`config.mk`:
```
export PLATFORM = sky130hd
export DESIGN_NAME = lt_scan_reorder
export DESIGN_NICKNAME = d
export VERILOG_FILES = /design/src/rtl/lt_scan_reorder.sv
export SDC_FILE = /design/constraint.sdc
export NUM_CORES = 1
export LEC_CHECK = 0
export ABC_AREA = 1
export BUFFER_PORTS_ARGS = -buffer_cell sky130_fd_sc_hd__buf_2
export CAP_MARGIN = 20
export CORE_MARGIN = 2
export CORE_UTILIZATION = 63
export CTS_BUF_LIST = sky130_fd_sc_hd__clkbuf_4
export DETAILED_ROUTE_END_ITERATION = 8
export HOLD_SLACK_MARGIN = 0.12
export PLACE_DENSITY = 0.95
export SETUP_SLACK_MARGIN = 0.4
export SYNTH_ARGS = -nofsm -noshare
export SYNTH_HDL_FRONTEND = slang
export SYNTH_SLANG_ARGS = --single-unit
```
`constraint.sdc`:
```
create_clock -name clk -period 4.4 [get_ports clk]
set_clock_uncertainty 0.1 [all_clocks]
set_input_delay 0.22 -clock clk [delete_from_list [all_inputs] [get_ports clk]]
set_output_delay 0.22 -clock clk [all_outputs]
set_load 0.05 [all_outputs]
```
`src/rtl/lt_scan_reorder.sv`:
```
module lt_scan_reorder #(
  parameter int W = 4,
  parameter logic [W-1:0] TAPS = 4'b1100,
  parameter logic [W-1:0] SEED = 4'b0001,
  parameter int CW = 16
) (
  input  logic          clk,
  input  logic          rst_n,
  input  logic          scan_en,
  input  logic          bypass,
  output logic          scan_out,
  output logic          pattern_done,
  output logic [CW-1:0] toggle_count
);
  localparam int PW = $clog2(W);
  localparam int OW = $clog2(W + 1);

  logic [W-1:0]  lfsr;
  logic [PW-1:0] pos;
  logic [OW-1:0] ones;
  logic          last_bit, have_last;

  always_comb begin
    ones = '0;
    for (int i = 0; i < W; i++) ones = ones + OW'(lfsr[i]);
  end

  assign scan_out = bypass ? lfsr[PW'(W-1) - pos]
                           : (int'(pos) >= W - int'(ones));
  assign pattern_done = scan_en && (pos == PW'(W-1));

  always_ff @(posedge clk) begin
    if (!rst_n) begin
      lfsr <= SEED;
      pos <= '0;
    end else if (scan_en) begin
      if (pattern_done) begin
        pos <= '0;
        lfsr <= {lfsr[W-2:0], ^(lfsr & TAPS)};
      end else begin
        pos <= pos + 1'b1;
      end
    end
  end

  always_ff @(posedge clk) begin
    if (!rst_n) begin
      toggle_count <= '0;
      last_bit <= 1'b0;
      have_last <= 1'b0;
    end else if (scan_en) begin
      last_bit <= scan_out;
      have_last <= 1'b1;
      if (have_last && scan_out != last_bit && toggle_count != '1)
        toggle_count <= toggle_count + 1'b1;
    end
  end


  lfsr_nonzero_chk: assert property (@(posedge clk) disable iff (!rst_n) lfsr != '0);

  done_needs_en_chk: assert property (@(posedge clk) disable iff (!rst_n) pattern_done |-> scan_en);

  done_single_chk: assert property (@(posedge clk) disable iff (!rst_n) pattern_done |=> !pattern_done);

  count_monotone_chk: assert property (@(posedge clk) disable iff (!rst_n)
    1'b1 |=> toggle_count >= $past(toggle_count));

  count_hold_chk: assert property (@(posedge clk) disable iff (!rst_n)
    !scan_en |=> $stable(toggle_count) && $stable(lfsr));

  zeros_first_chk: assert property (@(posedge clk) disable iff (!rst_n)
    (scan_en && !bypass && $past(scan_en && !bypass) && pos != '0 && last_bit) |-> scan_out);
endmodule

```
==> PnR_summary.wiki <==
{| class="wikitable"
! Metric !! Value
|-
| Crit path setup slack, layout || between 1 and 1.5 ns
|-
| Post-synth EDFFs || 0
|-
| Cell family contributing the most delay on the critical path || adder cells
|-
| HPWL after DPL || about 2.2 mm
|-
| Grt ovf || 0
|-
| Vias post-DR || roughly 1400
|-
| Path type of the worst setup path || register to primary output
|-
| Number of levels the H-tree was split into || 1
|-
| Number of nets produced by synthesis || about 220
|-
| Gates resized, CTS repair || 0
|-
| Remaining antenna violation count || 0
|-
| Synth-to-layout area growth || 13.0%
|-
| First-pass DRT Iterations || 4
|-
| Number of cells on the worst reg-to-reg path || 11
|-
| Number of warnings reported in the yosys synthesis log || 0
|-
| Most instantiated library cell after synthesis || nand2_1
|-
| Die area || about 2700 um2
|-
| Fraction of the yosys area taken by sequential cells || between 30 and 40%
|-
| Final Net Count || roughly 240
|-
| Power Total || roughly 0.45 mW
|-
| Primary flip-flop cell chosen by synthesis mapping || dfxtp_1
|-
| Area fraction of the dominant cell type after synthesis || approximately a third
|-
| DRC violations left || 0
|-
| Register-to-register path setup slack || 1.43 ns
|-
| Portion of total power attributed to combinational logic || between 10% and 20%
|-
| Hold WC Path Type || register to register
|-
| Clock share of power || 36.1%
|-
| DR vias/cell || between 5 and 6
|-
| Clock Latency Late Sink || 0.32 ns
|-
| Portion of total power attributed to sequential cells || approximately half
|-
| Most frequent cells after synthesis || nand2_1 (49), nand3_1 (34), dfxtp_1 (24)
|-
| Number of synthesized register bits || 24
|-
| Highest clock frequency the design can meet || approximately 330 MHz
|-
| 1st-iter DRT viols || 45
|-
| Routability cong. || around 0.86
|-
| Die X-Extent || 51.8 um
|-
| Mean routed wirelength per cell || between 10 and 15 um
|-
| Number of buffers and inverters on the critical path || 4
|-
| Final worst-path cycle share || 69.0%
|-
| Final critical-path required period || roughly 3.0 ns
|-
| Core area || around 2200 um2
|-
| Buffers on Ports || 21
|-
| Total routing usage reported by global routing || about a quarter
|-
| Endpoint class of the critical path || primary output
|-
| Die extent in y || ~52 um
|-
| Relative slew slack || 65.3%
|-
| Syn avg cell area || just under 7 um2
|-
| Cell types with the largest area share after synthesis || dfxtp_1 (33%), nand2_1 (13%), nand3_1 (12%)
|-
| Required time at the worst-slack endpoint || ~4.1 ns
|-
| Bufs on Longest Clock Path || 2
|-
| Net switching component of the power || 0.115 mW
|-
| Maximum fanout along the worst path || 3
|-
| Syn Std Cell Area || approximately 1400 um2
|-
| Largest area contributor in the netlist || dfxtp_1
|-
| Worst Setup Slack post-DPL || ~1.6 ns
|-
| Lkg Pwr || roughly 0.7 nW
|-
| Total power density per cell area || between 200 and 300 nW/um2
|-
| Number of CTS-inserted buffers || 3
|-
| Detailed Route WL || between 3 and 4 mm
|-
| Number of placed I/O pins || 22
|-
| Max cap viols || 0
|-
| Internal || about 0.33 mW
|-
| Pin count of the biggest net entering global routing || 20
|-
| Effective utilization at floorplan || between 60% and 70%
|-
| Sw frac || roughly a quarter
|-
| Count of cell instances traversed by the critical path || 11
|-
| Initial antenna violation count || 0
|-
| Vias in the first global route || approximately 1200
|-
| TritonCTS clock tree || done
|-
| Final setup violation count || 0
|-
| Wire length of the first global-routing pass || 5.15 mm
|-
| Data arrival time of the critical path || about 2.7 ns
|-
| Async S/R FF share, synth || 0%
|-
| Largest stage delay on the critical path || about 0.46 ns
|-
| Number of different library cells in the post-synthesis netlist || 25
|-
| Worst slew pin tran || between 0.5 and 0.6 ns
|-
| Depth of the worst hold-timing path || 2
|-
| Final hold violations || 0
|-
| Row count || 17
|-
| RSZ-0062 raised after global routing || no
|-
| Clock slew at reported path FFs || 0.13 ns
|-
| Max Transition Viols Final || 0
|-
| Sequence of cells on the critical path || inv_1 > fa_1 > ha_1 > ha_1 > inv_1 > ha_1 > nand3_1 > nand4_1 > nand2_1 > inv_1 > buf_2
|-
| # diodes || 0
|-
| Mapped Cells || slightly above 200
|-
| Slowest stage cell on the critical path || fa_1
|-
| Type of element launching the critical path || register
|-
| Clock root buffer master || clkbuf_4
|-
| Setup TNS || 0 ns
|-
| Clock Sink Count || 24
|-
| IR drop worst, VDD || between 0.0002 and 0.0003 V
|-
| Run status || complete, no violations
|-
| Fraction of final layout cells sized beyond drive strength 1 || ~14%
|}
final timing paths:
kind	from	end
worst max-delay path	lfsr[2]	scan_out
worst min-delay path	have_last	have_last
worst max register to register	lfsr[2]	last_bit
worst min register to register	have_last	have_last
metal layers:
metal | wire length [um] | vias to the layer above | GRT usage [%] | share of wire (%)
met5 | 0 | - | 0 | 0
met4 | 48 | 0 | 9.21 | 1.5
met3 | 166 | 10 | 6.90 | 5.3
met2 | 1420 | 51 | 40.9 | 45
met1 | 1500 | 647 | 32.2 | 48
li1 | - | 727 | - | -
kinds of logic (layout without fill, tap and decap cells):
group	Yosys count	after routing	share of synthesized area, %
and+or+nand+nor	108	108	33.6
AOI/OAI and AO/OA	29	29	10.3
buffers and inverters	25	48	7.64
DFF	24	24	33.3
xor gates and xnor gates	14	14	8.51
adders and majority gates	7	7	6.60
area by class of cell:
| class | instances | area [um2] |
|---|---|---|
| multi-input combinational | 158 | 851 |
| clock buffer | 3 | 22.5 |
| sequential | 24 | 480 |
| fill | 173 | 562 |
| clock inverter | 1 | 30.0 |
| timing repair buffer | 24 | 135 |
| inverter | 20 | 75.1 |
| tap | 28 | 35.0 |
cell usage in the layout, fill, tap and decap left out:
cell type,netlist,routed
a21oi_1,22,22
a21oi_2,1,1
and2_1,1,1
buf_2,1,21
bufinv_16,0,1
clkbuf_4,0,3
clkinv_1,1,1
dfxtp_1,24,24
dlygate4sd3_1,0,3
fa_1,1,1
ha_1,6,6
inv_1,17,17
inv_2,2,2
nand2_1,49,49
nand2_2,1,1
nand3_1,34,34
nand3_4,1,1
nand3b_1,1,1
nand4_1,2,2
nor2_1,17,17
nor2_2,1,1
nor3_2,1,1
o21ai_0,6,6
xnor2_1,7,7
xor2_1,7,7
timing repair:
action | CTS | global route
hold buffers | 3 | 0
hold endpoints to repair | 7 | 0
setup buffers | 0 | 0
endpoints found under the setup margin | 0 | 0
power groups by stage:
stage	Clock (mW)	Sequential (mW)	Combinational (mW)
after floorplan	0	0.232	0.0446
after global placement	0	0.231	0.0534
after detailed placement	0	0.231	0.0555
after CTS	0.162	0.226	0.0579
after global routing	0.173	0.227	0.0669
final	0.161	0.226	0.0592
registers in the layout, indices dropped and copies added (netlist names):
| name | cells |
|---|---|
| have_last | 1 |
| toggle_count | 16 |
| lfsr | 4 |
| last_bit | 1 |
| pos | 2 |
tightest hold or removal path, delay by kind of cell, from the launching register on:
family           cells  cell delay, ns
and+or+nand+nor      2            0.12
DFF                  1            0.35
per-stage QoR:
step | area (um2) | cells | utilization (%) | hold slack [ns]
finish | 1630 | 258 | 74.4 | 0.388
global placement | 1550 | 251 | 70.6 | 0.353
CTS | 1630 | 258 | 74.4 | 0.395
detailed placement | 1550 | 251 | 70.6 | 0.362
floorplan | 1440 | 207 | - | 0.258
global route | 1630 | 258 | 74.4 | 0.441
(Power assumes the default switching activity.)
